[src/rtl/can_mode_pkg.sv]
package can_mode_pkg;

    typedef enum logic [1:0] {
        MS_RESET = 2'd0,
        MS_SYNC  = 2'd1,
        MS_RUN   = 2'd2,
        MS_SLEEP = 2'd3
    } mode_state_t;

    localparam int unsigned REG_W       = 8;
    localparam int unsigned MB_RESET    = 0;
    localparam int unsigned MB_LISTEN   = 1;
    localparam int unsigned MB_SELFTEST = 2;
    localparam int unsigned MB_RSVD_A   = 3;
    localparam int unsigned MB_SLEEP    = 4;
    localparam int unsigned MB_POLARITY = 5;
    localparam int unsigned MB_RSVD_B   = 6;
    localparam int unsigned MB_TEST     = 7;
    localparam int unsigned BUS_IDLE_BITS = 11;

endpackage

[src/rtl/can_mode_bits.sv]
module can_mode_bits (
    input  logic clk,
    input  logic rst_n,
    input  logic wr_en,
    input  logic in_reset,
    input  logic wd_listen,
    input  logic wd_selftest,
    input  logic wd_polarity,
    input  logic wd_test,
    output logic listen_only,
    output logic self_test,
    output logic rx_polarity,
    output logic test_loop
);

    // Locked configuration bits: only take a write when configuration
    // mode was already active before the write arrived.
    always_ff @(posedge clk or negedge rst_n) begin
        if (!rst_n) begin
            listen_only <= 1'b0;
            self_test   <= 1'b0;
            rx_polarity <= 1'b0;
            test_loop   <= 1'b0;
        end else if (wr_en && in_reset) begin
            listen_only <= wd_listen;
            self_test   <= wd_selftest;
            rx_polarity <= wd_polarity;
            test_loop   <= wd_test;
        end
    end

    // locked bits hold their value for writes outside configuration mode
    p_locked_r3: assert property (@(posedge clk) disable iff (!rst_n)
        (wr_en && !in_reset) |=> $stable({listen_only, self_test, rx_polarity, test_loop}))
        else $error("p_locked_r3");

    // a write inside configuration mode lands
    p_write_lands_r3: assert property (@(posedge clk) disable iff (!rst_n)
        (wr_en && in_reset) |=> (listen_only == $past(wd_listen)) && (test_loop == $past(wd_test)))
        else $error("p_write_lands_r3");

endmodule

[src/rtl/can_busfree_det.sv]
module can_busfree_det #(
    parameter int unsigned BF_LEN = 11
) (
    input  logic clk,
    input  logic rst_n,
    input  logic clr,
    input  logic bit_stb,
    input  logic rx_dom,
    output logic bus_free
);

    localparam int unsigned CW = $clog2(BF_LEN + 1);
    localparam logic [CW-1:0] FULL = CW'(BF_LEN);

    logic [CW-1:0] run_cnt;

    always_ff @(posedge clk or negedge rst_n) begin
        if (!rst_n) begin
            run_cnt <= '0;
        end else if (clr) begin
            run_cnt <= '0;
        end else if (bit_stb) begin
            if (rx_dom) begin
                run_cnt <= '0;
            end else if (run_cnt != FULL) begin
                run_cnt <= run_cnt + 1'b1;
            end
        end
    end

    assign bus_free = (run_cnt == FULL);

    // the count never passes the saturation value
    p_bound_r5: assert property (@(posedge clk) disable iff (!rst_n)
        run_cnt <= FULL)
        else $error("p_bound_r5");

    // a dominant sample drops the bus-free flag
    p_restart_r5: assert property (@(posedge clk) disable iff (!rst_n)
        (bit_stb && rx_dom) |=> !bus_free)
        else $error("p_restart_r5");

    // without a strobe or clear the count holds
    p_hold_r5: assert property (@(posedge clk) disable iff (!rst_n)
        (!bit_stb && !clr) |=> $stable(run_cnt))
        else $error("p_hold_r5");

    // configuration mode holds the count at zero
    p_clear_r5: assert property (@(posedge clk) disable iff (!rst_n)
        clr |=> (run_cnt == '0))
        else $error("p_clear_r5");

endmodule

[src/rtl/can_sleep_fsm.sv]
module can_sleep_fsm
    import can_mode_pkg::*;
(
    input  logic        clk,
    input  logic        rst_n,
    input  logic        wr_en,
    input  logic        wd_reset,
    input  logic        wd_sleep,
    input  logic        bus_free,
    input  logic        stb_dom,
    input  logic        irq_pending,
    output mode_state_t state,
    output logic        wake_irq,
    output logic        core_reset,
    output logic        rx_enable,
    output logic        sleeping,
    output logic        run_state
);

    mode_state_t nxt;
    logic        wake_evt;

    // State register and registered wake pulse
    always_ff @(posedge clk or negedge rst_n) begin
        if (!rst_n) begin
            state    <= MS_RESET;
            wake_irq <= 1'b0;
        end else begin
            state    <= nxt;
            wake_irq <= wake_evt;
        end
    end

    // Next-state logic
    always_comb begin
        nxt      = state;
        wake_evt = 1'b0;
        if (wr_en && wd_reset) begin
            nxt = MS_RESET;                       // reset-entry
        end else begin
            unique case (state)
                MS_RESET: begin
                    if (wr_en) nxt = MS_SYNC;     // reset-exit
                end
                MS_SYNC: begin
                    if (bus_free) nxt = MS_RUN;   // sync-done
                end
                MS_RUN: begin
                    if (wr_en && wd_sleep) begin
                        if (bus_free && !irq_pending) begin
                            nxt = MS_SLEEP;       // sleep-grant
                        end else begin
                            wake_evt = 1'b1;      // sleep-reject
                        end
                    end
                end
                MS_SLEEP: begin
                    if (stb_dom) begin
                        nxt      = MS_SYNC;       // bus-wake
                        wake_evt = 1'b1;
                    end else if (wr_en && !wd_sleep) begin
                        nxt      = MS_RUN;        // software-wake
                        wake_evt = 1'b1;
                    end
                end
            endcase
        end
    end

    // Output decode
    always_comb begin
        core_reset = 1'b0;
        rx_enable  = 1'b0;
        sleeping   = 1'b0;
        run_state  = 1'b0;
        unique case (state)
            MS_RESET: core_reset = 1'b1;
            MS_SYNC:  ;
            MS_RUN: begin
                rx_enable = 1'b1;
                run_state = 1'b1;
            end
            MS_SLEEP: sleeping = 1'b1;
        endcase
    end

    // a reset write wins from every state
    p_reset_wins_r4: assert property (@(posedge clk) disable iff (!rst_n)
        (wr_en && wd_reset) |=> (state == MS_RESET))
        else $error("p_reset_wins_r4");

    // sync state only advances when the bus has been seen free
    p_sync_gate_r6: assert property (@(posedge clk) disable iff (!rst_n)
        (state == MS_SYNC && !bus_free && !(wr_en && wd_reset)) |=> (state == MS_SYNC && !wake_irq))
        else $error("p_sync_gate_r6");

    // an idle bus with no pending interrupt grants sleep
    p_sleep_grant_r7: assert property (@(posedge clk) disable iff (!rst_n)
        (state == MS_RUN && wr_en && !wd_reset && wd_sleep && bus_free && !irq_pending)
        |=> (state == MS_SLEEP))
        else $error("p_sleep_grant_r7");

    // a refused sleep request stays running and pulses wake
    p_reject_r8: assert property (@(posedge clk) disable iff (!rst_n)
        (state == MS_RUN && wr_en && !wd_reset && wd_sleep && !(bus_free && !irq_pending))
        |=> (state == MS_RUN && wake_irq))
        else $error("p_reject_r8");

    // software wake
    p_sw_wake_r9: assert property (@(posedge clk) disable iff (!rst_n)
        (state == MS_SLEEP && wr_en && !wd_reset && !wd_sleep && !stb_dom)
        |=> (state == MS_RUN && wake_irq))
        else $error("p_sw_wake_r9");

    // bus activity wakes into the synchronising state
    p_bus_wake_r10: assert property (@(posedge clk) disable iff (!rst_n)
        (state == MS_SLEEP && stb_dom && !(wr_en && wd_reset))
        |=> (state == MS_SYNC && wake_irq))
        else $error("p_bus_wake_r10");

endmodule

[src/rtl/can_mode_ctrl.sv]
module can_mode_ctrl
    import can_mode_pkg::*;
#(
    parameter int unsigned IDLE_BITS = BUS_IDLE_BITS
) (
    input  logic             clk,
    input  logic             rst_n,
    input  logic             reg_sel,
    input  logic             reg_wr,
    input  logic [REG_W-1:0] reg_wdata,
    output logic [REG_W-1:0] reg_rdata,
    input  logic             rx_raw,
    input  logic             bit_stb,
    input  logic             irq_pending,
    input  logic             tx_dom_req,
    output logic             tx_pin,
    output logic             rx_dom,
    output logic             rx_enable,
    output logic             tx_enable,
    output logic             core_reset,
    output logic             listen_only,
    output logic             self_test,
    output logic             sleeping,
    output logic             bus_free,
    output logic             wake_irq
);

    logic        wr_en;
    logic        rx_polarity;
    logic        test_loop;
    logic        stb_dom;
    logic        run_state;
    mode_state_t state;

    assign wr_en = reg_sel && reg_wr;

    can_mode_bits u_bits (
        .clk         (clk),
        .rst_n       (rst_n),
        .wr_en       (wr_en),
        .in_reset    (core_reset),
        .wd_listen   (reg_wdata[MB_LISTEN]),
        .wd_selftest (reg_wdata[MB_SELFTEST]),
        .wd_polarity (reg_wdata[MB_POLARITY]),
        .wd_test     (reg_wdata[MB_TEST]),
        .listen_only (listen_only),
        .self_test   (self_test),
        .rx_polarity (rx_polarity),
        .test_loop   (test_loop)
    );

    // Polarity correction: 1 means dominant on the output
    assign rx_dom  = rx_polarity ? rx_raw : ~rx_raw;
    assign stb_dom = bit_stb && rx_dom;

    can_busfree_det #(
        .BF_LEN (IDLE_BITS)
    ) u_idle (
        .clk      (clk),
        .rst_n    (rst_n),
        .clr      (core_reset),
        .bit_stb  (bit_stb),
        .rx_dom   (rx_dom),
        .bus_free (bus_free)
    );

    can_sleep_fsm u_fsm (
        .clk         (clk),
        .rst_n       (rst_n),
        .wr_en       (wr_en),
        .wd_reset    (reg_wdata[MB_RESET]),
        .wd_sleep    (reg_wdata[MB_SLEEP]),
        .bus_free    (bus_free),
        .stb_dom     (stb_dom),
        .irq_pending (irq_pending),
        .state       (state),
        .wake_irq    (wake_irq),
        .core_reset  (core_reset),
        .rx_enable   (rx_enable),
        .sleeping    (sleeping),
        .run_state   (run_state)
    );

    assign tx_enable = run_state && !listen_only;

    // Transmit pin register: loopback in test mode, else gated request
    always_ff @(posedge clk or negedge rst_n) begin
        if (!rst_n) begin
            tx_pin <= 1'b1;
        end else if (test_loop) begin
            tx_pin <= rx_raw;
        end else begin
            tx_pin <= tx_enable ? ~tx_dom_req : 1'b1;
        end
    end

    // Read-back assembly; reserved positions are tied low
    always_comb begin
        reg_rdata = '0;
        if (reg_sel) begin
            reg_rdata[MB_RESET]    = core_reset;
            reg_rdata[MB_LISTEN]   = listen_only;
            reg_rdata[MB_SELFTEST] = self_test;
            reg_rdata[MB_SLEEP]    = sleeping;
            reg_rdata[MB_POLARITY] = rx_polarity;
            reg_rdata[MB_TEST]     = test_loop;
        end
    end

    // writing the reserved positions never makes them read back
    p_rsvd_r2: assert property (@(posedge clk) disable iff (!rst_n)
        (wr_en && (reg_wdata[MB_RSVD_A] || reg_wdata[MB_RSVD_B]))
        |=> (reg_rdata[MB_RSVD_A] == 1'b0 && reg_rdata[MB_RSVD_B] == 1'b0))
        else $error("p_rsvd_r2");

    // loopback follows the receive pin one clock later
    p_loop_r12: assert property (@(posedge clk) disable iff (!rst_n)
        test_loop |=> (tx_pin == $past(rx_raw)))
        else $error("p_loop_r12");

    // listen-only keeps the transmit pin recessive
    p_quiet_r13: assert property (@(posedge clk) disable iff (!rst_n)
        (listen_only && !test_loop) |=> tx_pin)
        else $error("p_quiet_r13");

endmodule

[config.mk]
export PLATFORM = sky130hd
export DESIGN_NAME = can_mode_ctrl
export DESIGN_NICKNAME = d
export VERILOG_FILES = /design/src/rtl/can_mode_pkg.sv /design/src/rtl/can_mode_bits.sv /design/src/rtl/can_busfree_det.sv /design/src/rtl/can_sleep_fsm.sv /design/src/rtl/can_mode_ctrl.sv
export SDC_FILE = /design/constraint.sdc
export NUM_CORES = 1
export LEC_CHECK = 0
export BUFFER_PORTS_ARGS = -buffer_cell sky130_fd_sc_hd__buf_4
export CORE_ASPECT_RATIO = 1.25
export CORE_MARGIN = 2
export CORE_UTILIZATION = 45
export DETAILED_ROUTE_END_ITERATION = 12
export GPL_TIMING_DRIVEN = 0
export PLACE_DENSITY = 0.76
export SYNTH_ARGS = -nofsm -noshare
export SYNTH_HDL_FRONTEND = slang
export SYNTH_SLANG_ARGS = --single-unit
[constraint.sdc]
create_clock -name clk -period 1.8 [get_ports clk]
set_input_delay 0.27 -clock clk [delete_from_list [all_inputs] [get_ports clk]]
set_output_delay 0.27 -clock clk [all_outputs]
set_load 0.01 [all_outputs]
== Word level (Yosys, flattened, before mapping) ==
Index checks and enable logic that the tools add are counted.
W data, S select, Z words.
Word-level totals
  bits in registers: 12
  input bits: 16
Cells by class
  $add $sub $neg: 1
  eq/ne operators: 10
  muxes and demuxes: 27
  bitwise logic cells: 2
  reductions and logical operators: 16
Operators by type and width (count)
  $mux W2: 8
  $mux W4: 4
  $mux W1: 12
  $ne A3 B1 Y1 const B: 3
  $logic_and A1 B1 Y1: 8
  $pmux W2 S4: 1
  $reduce_and A5 Y1: 1
  $add A4 B1 Y4 const B: 1
  $eq A2 B2 Y1 const B: 2
  $eq A4 B4 Y1 const B: 1
  $ne A4 B2 Y1 const B: 1
  $ne A4 B4 Y1 const B: 1
  $logic_not A1 Y1: 3
  $mux W3: 1
  $ne A3 B2 Y1 const B: 1
  $reduce_bool A3 Y1: 1
  $eq A2 B1 Y1 const B: 1
  $logic_not A2 Y1: 1
  $not A1 Y1: 2
  $pmux W1 S2: 1
  $reduce_and A2 Y1: 1
  $reduce_bool A2 Y1: 1

== Logic depth before layout (Yosys ltp) ==
Gate-level depths: netlist (run 1).
  word-level depth: 6
  gate-level depth with buffers: 5
  gate-level depth less buffers: 5

== By module ==
A second synthesis (run 1) with hierarchy kept.
Unflattened totals
  cell total of the unflattened synthesis: 80
  area, all modules: 775.7 µm²
Modules (own cells, without submodules)
  can_busfree_det: instances 1, cells an instance 26, area an instance 255.2 µm², seq. area each 100.1 µm²
  can_sleep_fsm: instances 1, cells an instance 28, area an instance 226.5 µm², seq. area each 75.1 µm²
  can_mode_bits: instances 1, cells an instance 9, area an instance 166.4 µm², seq. area each 100.1 µm²
  can_mode_ctrl: instances 1, cells an instance 17, area an instance 127.6 µm², seq. area each 26.3 µm²

== Least setup slack after synthesis (run 1) ==
Ideal clock, no wire load.
  path kind: reg2reg
  start point: register u_fsm.state[1]
  end point: register u_bits.listen_only
  library setup time: 125 ps
  data arrival time: 1227 ps
  path slack: 448 ps
  cell stages (with the launch flop): 5
  buffers on the path: 1
  clock period less this slack: 1352 ps
  path through: dfrtp_1 -> or2_1 -> buf_6 -> nor2_4 -> mux2_2
On the way
  longest elaborated chain between the ends: 3
RTL lines
  from (decl): RTL line can_sleep_fsm.sv:12  | output mode_state_t state,
  from (signal assigned): RTL line can_sleep_fsm.sv:29  | state <= nxt;
  $logic_not A2 Y1: RTL line can_sleep_fsm.sv:76  | unique case (state)
  $mux W1: RTL line can_sleep_fsm.sv:76
  $logic_and A1 B1 Y1: RTL line can_mode_bits.sv:24  | end else if (wr_en && in_reset) begin
  to (signal assigned): RTL line can_mode_bits.sv:25  | listen_only <= wd_listen;
  to (decl): RTL line can_mode_bits.sv:10  | output logic listen_only,
No other way between the ends.
A chain may end at the register's enable or synchronous reset.

== Worst setup path after layout (run 1) ==
  start point: register u_fsm.state[1]
  end point: output reg_rdata[0]
On the way
  longest elaborated chain between the ends: 3
RTL lines
  $logic_not A2 Y1: RTL line can_sleep_fsm.sv:76
  $mux W1: RTL line can_sleep_fsm.sv:76
  $mux W3: RTL line can_mode_ctrl.sv:100  | if (reg_sel) begin
  to (decl): RTL line can_mode_ctrl.sv:11  | output logic [REG_W-1:0] reg_rdata,
No other way between the ends.

==> run summary, run 1 <==
=================================================================================
Reported max-cap violation count                                                0
Clock tree root driver cell                                          sky130_fd_sc_hd__clkbuf_4
Startpoint of the lowest-slack hold path                               tx_dom_req
Largest buffer count on any clock path                                          2
Critical path start-end classification                               flip-flop to output port
Result of the run                                                    complete, no violations
Mean instance size in the synthesized netlist                          9.45 sq um
Min-delay worst type                                                 primary input to flip-flop
# port buffers                                                                 28
CTS buffer count                                                                3
Post-synth EDFFs                                                                0
Post-route minimum period                                                 1680 ps
Number of synthesized register bits                                            12
Count of pins on the block boundary                                            34
Antenna Violating Nets Remaining                                                0
Vias in the first global route                                                683
Detailed-placement wirelength estimate                                    1300 um
Crit Path Max Fanout                                                            8
CTS clock-pin slew for the worst setup and hold paths                       80 ps
Setup violators final                                                           0
Fraction of final layout cells with drive strength greater than 1           42.9%
Area of the mapped netlist                                              737 sq um
Critical Path Start Type                                                flip-flop
RSZ-0062 raised after global routing                                           no
Routed length per placed instance                                         12.8 um
Worst hold path depth                                                           2
Final routed wirelength across all metal layers                           1670 um
Hold-critical path endpoint                                          tx_pin$_DFF_PN1_
Power density over cell area                                          910 mW/mm^2
Worst R2R Path Depth                                                            5
DRC violations left                                                             0
CTS tree                                                                      yes
Overall overflow remaining after global route                                   0
Post-route cell area                                                 0.00102 sq mm
Number of antenna repair diodes                                                 0
Filler Cells Inserted                                                         131
Commonest cells after routing, fill and taps aside                   sky130_fd_sc_hd__buf_4, sky130_fd_sc_hd__dfrtp_1, sky130_fd_sc_hd__nand2_1
Synth cell types                                                               36
Largest net degree at the start of global routing                              13
Count of cell instances traversed by the critical path                          5
Global-route wire length before repair                                    2810 um
Ordered list of cells on the worst path                              or2_1 > buf_6 > inv_4 > and2_1 > buf_4
Slowest stage cell, crit path                                        sky130_fd_sc_hd__dfrtp_1
Vert. Die Dim                                                             49.2 um
Sequential element share of the synthesized area                            40.9%
Skew-Pair Late Insertion Delay                                             280 ps
Gp weighted congestion                                                      0.767
Synthesis-to-finish area growth                                             38.4%
Via count                                                                     706
Fraction of synthesis flops using an asynchronous set or reset pin           100%
Number of hold violations in the final report                                   0
Endpoint of the most critical register-to-register path              u_fsm.state[0]$_DFFE_PN0P_
Resize count post-CTS                                                           0
First drt pass iteration count                                                  4
Number of cell rows                                                            16
Maximum frequency from static timing analysis                           0.594 GHz
Worst path top cell family by delay                                    flip-flops
Util after Layout                                                           65.3%
H-tree levels                                                                   1
Slowest cell delay on critical path                                        430 ps
IR Drop Worst-Case VDD                                                   0.632 mV
Post-route fraction of the period consumed by the critical path             93.6%
Post-CTS repair timing setup buffer count                                       0
CP Data Arrival Time                                                      1410 ps
Worst reg-to-reg setup slack                                               350 ps
Most used flip-flop cell after synthesis                             sky130_fd_sc_hd__dfrtp_1
All-Layer GR Usage                                                          20.3%
Post-layout nets                                                              130
WP buf/inv                                                                      3
Core ar.                                                             0.00156 sq mm
First-iteration detailed-routing DRC count                                     11
Floorplan die area                                                   0.00198 sq mm
Number of standard cells after synthesis                                       78
Synthesis Warnings                                                              0
Effective utilization at floorplan                                          47.2%
Cell area after placement                                               973 sq um
Setup TNS Final                                                              0 ps
Most common cell after layout, fill and taps aside                   sky130_fd_sc_hd__buf_4
Leakage power                                                            0.518 nW
Clock Sink Count                                                               12
CTS Hold Bufs                                                                   1
Initial antenna violation count                                                 0
Fin. max-slew vios                                                              0
Capturing element type of the critical path                           output port
Required arrival time at the worst endpoint                               1530 ps
Vias per cell                                                                5.43
Origin of the critical flop-to-flop path                             u_idle.run_cnt[0]$_DFFE_PN0P_
Maximum clock skew at final layout                                        1.76 ps
Die W                                                                     40.2 um
=================================================================================
-- synthesized netlist by cell type, types with 2 or more instances --
master | n | area (sq um)
sky130_fd_sc_hd__and2_1 | 6 | 37.5
sky130_fd_sc_hd__dfrtp_1 | 11 | 275
sky130_fd_sc_hd__and3_1 | 3 | 18.8
sky130_fd_sc_hd__mux2_2 | 4 | 45.0
sky130_fd_sc_hd__a31o_2 | 2 | 17.5
sky130_fd_sc_hd__nand3_1 | 2 | 10.0
sky130_fd_sc_hd__a31oi_1 | 3 | 18.8
sky130_fd_sc_hd__inv_1 | 4 | 15.0
sky130_fd_sc_hd__buf_4 | 2 | 15.0
sky130_fd_sc_hd__o22ai_1 | 2 | 12.5
sky130_fd_sc_hd__nand2_1 | 7 | 26.3
sky130_fd_sc_hd__inv_2 | 2 | 7.51
sky130_fd_sc_hd__nand2b_1 | 4 | 25.0
sky130_fd_sc_hd__o21ai_0 | 2 | 10.0
sky130_fd_sc_hd__nor2_1 | 3 | 11.3
-- kinds of logic after synthesis --
kind of cell             count (synthesis)  share of synthesized area, %
buffers and inverters                   11                          7.98
XOR/XNOR                                 1                          1.19
flip-flops                              12                          40.9
adder cells (fa/ha/maj)                  1                          1.70
other                                    1                         0.509
multiplexers                             4                          6.11
AO/OA/AOI/OAI                           15                          14.4
AND/OR/NAND/NOR                         33                          27.2
-- worst max-delay path by stage --
stage,start,endpoint,slack (ps)
detailed placement,u_fsm.state[0]$_DFFE_PN0P_,u_bits.test_loop$_DFFE_PN0P_,350
CTS,u_fsm.state[0]$_DFFE_PN0P_,reg_rdata[0],110
floorplan,u_fsm.state[1]$_DFFE_PN0P_,u_bits.listen_only$_DFFE_PN0P_,450
global placement,u_fsm.state[0]$_DFFE_PN0P_,u_bits.listen_only$_DFFE_PN0P_,370
finish,u_fsm.state[1]$_DFFE_PN0P_,reg_rdata[0],120
global route,u_fsm.state[1]$_DFFE_PN0P_,reg_rdata[0],50
-- through the flow --
stage	cells	power, mW	worst slack (ps)	hold slack (ps)
finish	130	0.928	116	132
global route	130	0.994	47.6	134
CTS	130	0.935	112	135
detailed placement	125	0.713	352	120
global placement	125	0.702	369	118
floorplan	79	0.562	448	-25.6
-- final cells by class --
type	count	area (sq um)	share of cell area, %
Multi-Input combinational cell	56	380	37.3
Buffer	4	30.0	2.94
Timing Repair Buffer	29	220	21.6
Sequential cell	12	302	29.6
Inverter	7	28.8	2.82
Tap cell	18	22.5	2.21
Clock buffer	4	36.3	3.56
-- routing by layer --
metal | track usage, % | part of all wire, % | routed length [um] | up-vias
met3 | 4.11 | 7.9 | 131 | 4
met1 | 23.5 | 39 | 649 | 330
met2 | 34.1 | 51 | 857 | 37
met5 | 0 | 0 | 0 | -
met4 | 8.33 | 1.6 | 27 | 0
li1 | - | - | - | 335
-- report_power, final --
group / total, mW / internal (mW) / switching, mW
Combinational: 0.337 / 0.173 / 0.163
Sequential: 0.369 / 0.327 / 0.0424
Clock: 0.222 / 0.123 / 0.0990
-- state kept, by name, summed over array words and instances (netlist names) --
signal and cells:
u_bits.rx_polarity 1, u_bits.self_test 1, u_idle.run_cnt 4, tx_pin 1, u_fsm.state 2, u_bits.listen_only 1
u_fsm.wake_irq 1, u_bits.test_loop 1
Power figures use the tool's default switching activity.
==> run 2: changes to the inputs <==
--- a/config.mk
+++ b/config.mk
@@ -5,7 +5,7 @@
 export SDC_FILE = /design/constraint.sdc
 export NUM_CORES = 1
 export LEC_CHECK = 0
-export BUFFER_PORTS_ARGS = -buffer_cell sky130_fd_sc_hd__buf_4
+export BUFFER_PORTS_ARGS = -buffer_cell sky130_fd_sc_hd__clkbuf_2
 export CORE_ASPECT_RATIO = 1.25
 export CORE_MARGIN = 2
 export CORE_UTILIZATION = 45
==> run 2 against run 1 <==
Setup slack worse by 12 ps. Count of clock-buffer cells in the layout unchanged. Sequential share of layout area up 2.5 points. Highest routed layer unchanged. Final cell count unchanged. Flip-flop and latch count unchanged.
==> run summary, run 2 (synthesis gave the netlist of run 1 again) <==
================================================================================
Synthesis-to-finish area growth                                            27.5%
Via count                                                                    691   -2.1%
Vias per cell                                                               5.32   -2.1%
Floorplan die area                                                  0.00198 sq mm   unchanged
Fraction of final layout cells with drive strength greater than 1          42.0%   -0.89 points
Count of pins on the block boundary                                           34   unchanged
Reported max-cap violation count                                               0   unchanged
Antenna Violating Nets Remaining                                               0   unchanged
Post-layout nets                                                             130   unchanged
Routed length per placed instance                                        12.3 um   -4.1%
Maximum frequency from static timing analysis                          0.590 GHz   -0.70%
Clock tree root driver cell                                         sky130_fd_sc_hd__clkbuf_4
Critical path start-end classification                              flip-flop to output port
CTS tree                                                                     yes
Detailed-placement wirelength estimate                                   1270 um   -2.0%
Skew-Pair Late Insertion Delay                                            280 ps   about the same
Post-route cell area                                                   940 sq um   -7.9%
Largest net degree at the start of global routing                             13   unchanged
Capturing element type of the critical path                          output port
Required arrival time at the worst endpoint                              1530 ps   about the same
Vias in the first global route                                               635   -7.0%
First drt pass iteration count                                                 4   unchanged
Met2 Resource Use GR                                                       30.6%   -3.5 points
DRC violations left                                                            0   unchanged
Cell area after placement                                              903 sq um   -7.2%
Maximum clock skew at final layout                                       3.05 ps   +1.29 ps
Vert. Die Dim                                                            49.2 um   unchanged
Effective utilization at floorplan                                         47.2%   unchanged
RSZ-0062 raised after global routing                                          no
Global routing's busiest layer                                              met2
Post-route fraction of the period consumed by the critical path            94.2%   +0.66 points
Min-delay worst type                                                primary input to flip-flop
Largest buffer count on any clock path                                         2   unchanged
Hold-critical path endpoint                                         tx_pin$_DFF_PN1_
Post-CTS repair timing setup buffer count                                      0   unchanged
Power density over cell area                                         906 mW/mm^2   -0.46%
Most common cell after layout, fill and taps aside                  sky130_fd_sc_hd__clkbuf_2
Global-route wire length before repair                                   2730 um   -2.7%
Met1 Usage GRT                                                             24.1%   +0.59 points
Number of antenna repair diodes                                                0   unchanged
Leakage power                                                           0.492 nW   -5.0%
Worst hold path depth                                                          2   unchanged
Critical Path Start Type                                               flip-flop
H-tree levels                                                                  1   unchanged
IR Drop Worst-Case VDD                                                  0.545 mV   -14%
# port buffers                                                                28   unchanged
CTS Hold Bufs                                                                  1   unchanged
Endpoint of the most critical register-to-register path             u_bits.listen_only$_DFFE_PN0P_
Result of the run                                                   complete, no violations
Die W                                                                    40.2 um   unchanged
Fin. max-slew vios                                                             0   unchanged
Gp weighted congestion                                                     0.761   -0.86%
Commonest cells after routing, fill and taps aside                  sky130_fd_sc_hd__clkbuf_2, sky130_fd_sc_hd__dfrtp_1, sky130_fd_sc_hd__nand2_1
Worst reg-to-reg setup slack                                              350 ps   about the same
Startpoint of the lowest-slack hold path                              tx_dom_req
CTS clock-pin slew for the worst setup and hold paths                      70 ps   about the same
Final routed wirelength across all metal layers                          1600 um   -4.1%
Overall overflow remaining after global route                                  0   unchanged
Max FFs per register                                                           4   unchanged
GR met3 Demand/Resource                                                    4.57%   +0.46 points
Clock Sink Count                                                              12   unchanged
CTS buffer count                                                               3   unchanged
Number of hold violations in the final report                                  0   unchanged
Registers with the most flip-flops                                  u_idle.run_cnt: 4 flops, u_fsm.state: 2 flops
First-iteration detailed-routing DRC count                                     5   -6
Crit Path Max Fanout                                                           8   unchanged
Post-route minimum period                                                1700 ps   +11.9 ps
Worst R2R Path Depth                                                           4   -1
Resize count post-CTS                                                          0   unchanged
Filler Cells Inserted                                                        154   +18%
CP Data Arrival Time                                                     1430 ps   +20 ps
Initial antenna violation count                                                0   unchanged
Core ar.                                                            0.00156 sq mm   unchanged
Setup violators final                                                          0   unchanged
Number of cell rows                                                           16   unchanged
Origin of the critical flop-to-flop path                            u_fsm.state[0]$_DFFE_PN0P_
Setup TNS Final                                                             0 ps   unchanged
Top reg by flops                                                    u_idle.run_cnt
All-Layer GR Usage                                                         19.7%   -0.61 points
================================================================================
## run 2: changes by cell type in the layout (fill, tap and decap cells not counted)
| cell | delta |
|---|---|
| sky130_fd_sc_hd__clkbuf_2 | +28 |
| sky130_fd_sc_hd__clkbuf_1 | +1 |
| sky130_fd_sc_hd__clkbuf_8 | -1 |
| sky130_fd_sc_hd__buf_4 | -28 |
## run 2: how the worst max path moves through the flow
stage | end | slack [ps] | startpoint | cells after the start
final | reg_rdata[0] | 100 | u_fsm.state[0]$_DFFE_PN0P_ | 5
after global routing | reg_rdata[0] | 40 | u_fsm.state[0]$_DFFE_PN0P_ | 5
after floorplan | u_bits.listen_only$_DFFE_PN0P_ | 450 | u_fsm.state[1]$_DFFE_PN0P_ | 4
after CTS | reg_rdata[0] | 110 | u_fsm.state[0]$_DFFE_PN0P_ | 5
after global placement | u_bits.self_test$_DFFE_PN0P_ | 370 | u_fsm.state[0]$_DFFE_PN0P_ | 4
after detailed placement | u_bits.test_loop$_DFFE_PN0P_ | 350 | u_fsm.state[1]$_DFFE_PN0P_ | 4
## run 2: routing by layer
metal	vias up	share of wire, %
met5	-	0
met4	0	2.6
met3	5	6.9
met2	28	46
met1	321	44
li1	337	-
## run 2: worst max-delay path: stages, from the launching register on
cell and delay (ps):
sky130_fd_sc_hd__dfrtp_1 450, sky130_fd_sc_hd__or2_1 250, sky130_fd_sc_hd__buf_6 150, sky130_fd_sc_hd__inv_4 70
sky130_fd_sc_hd__and2_1 120, sky130_fd_sc_hd__clkbuf_2 120
## run 2: per-stage QoR
step	worst slack [ps]	hold WS [ps]	utilization, %	power [mW]	std cells
4_1_cts	108	142	60.2	0.857	130
3_5_place_dp	349	173	57.9	0.675	125
3_3_place_gp	373	175	57.9	0.661	125
2_1_floorplan	448	-25.6	-	0.562	79
5_1_grt	37.0	143	60.2	0.909	130
6_report	104	142	60.2	0.852	130
## run 2: final cells by class
type	instances	area, sq um	share of cell area [%]
multi-input combinational	56	380	40.5
sequential	12	302	32.1
timing repair buffer	29	150	16.0
buffer	4	30.0	3.20
inverter	7	28.8	3.06
clock buffer	4	26.3	2.80
tap	18	22.5	2.40
## run 2: where the power goes
| part | total [mW] | internal, mW | switching (mW) |
|---|---|---|---|
| clock network | 0.184 | 0.0862 | 0.0978 |
| logic | 0.296 | 0.135 | 0.160 |
| registers | 0.372 | 0.327 | 0.0450 |
| total | 0.852 | 0.549 | 0.303 |
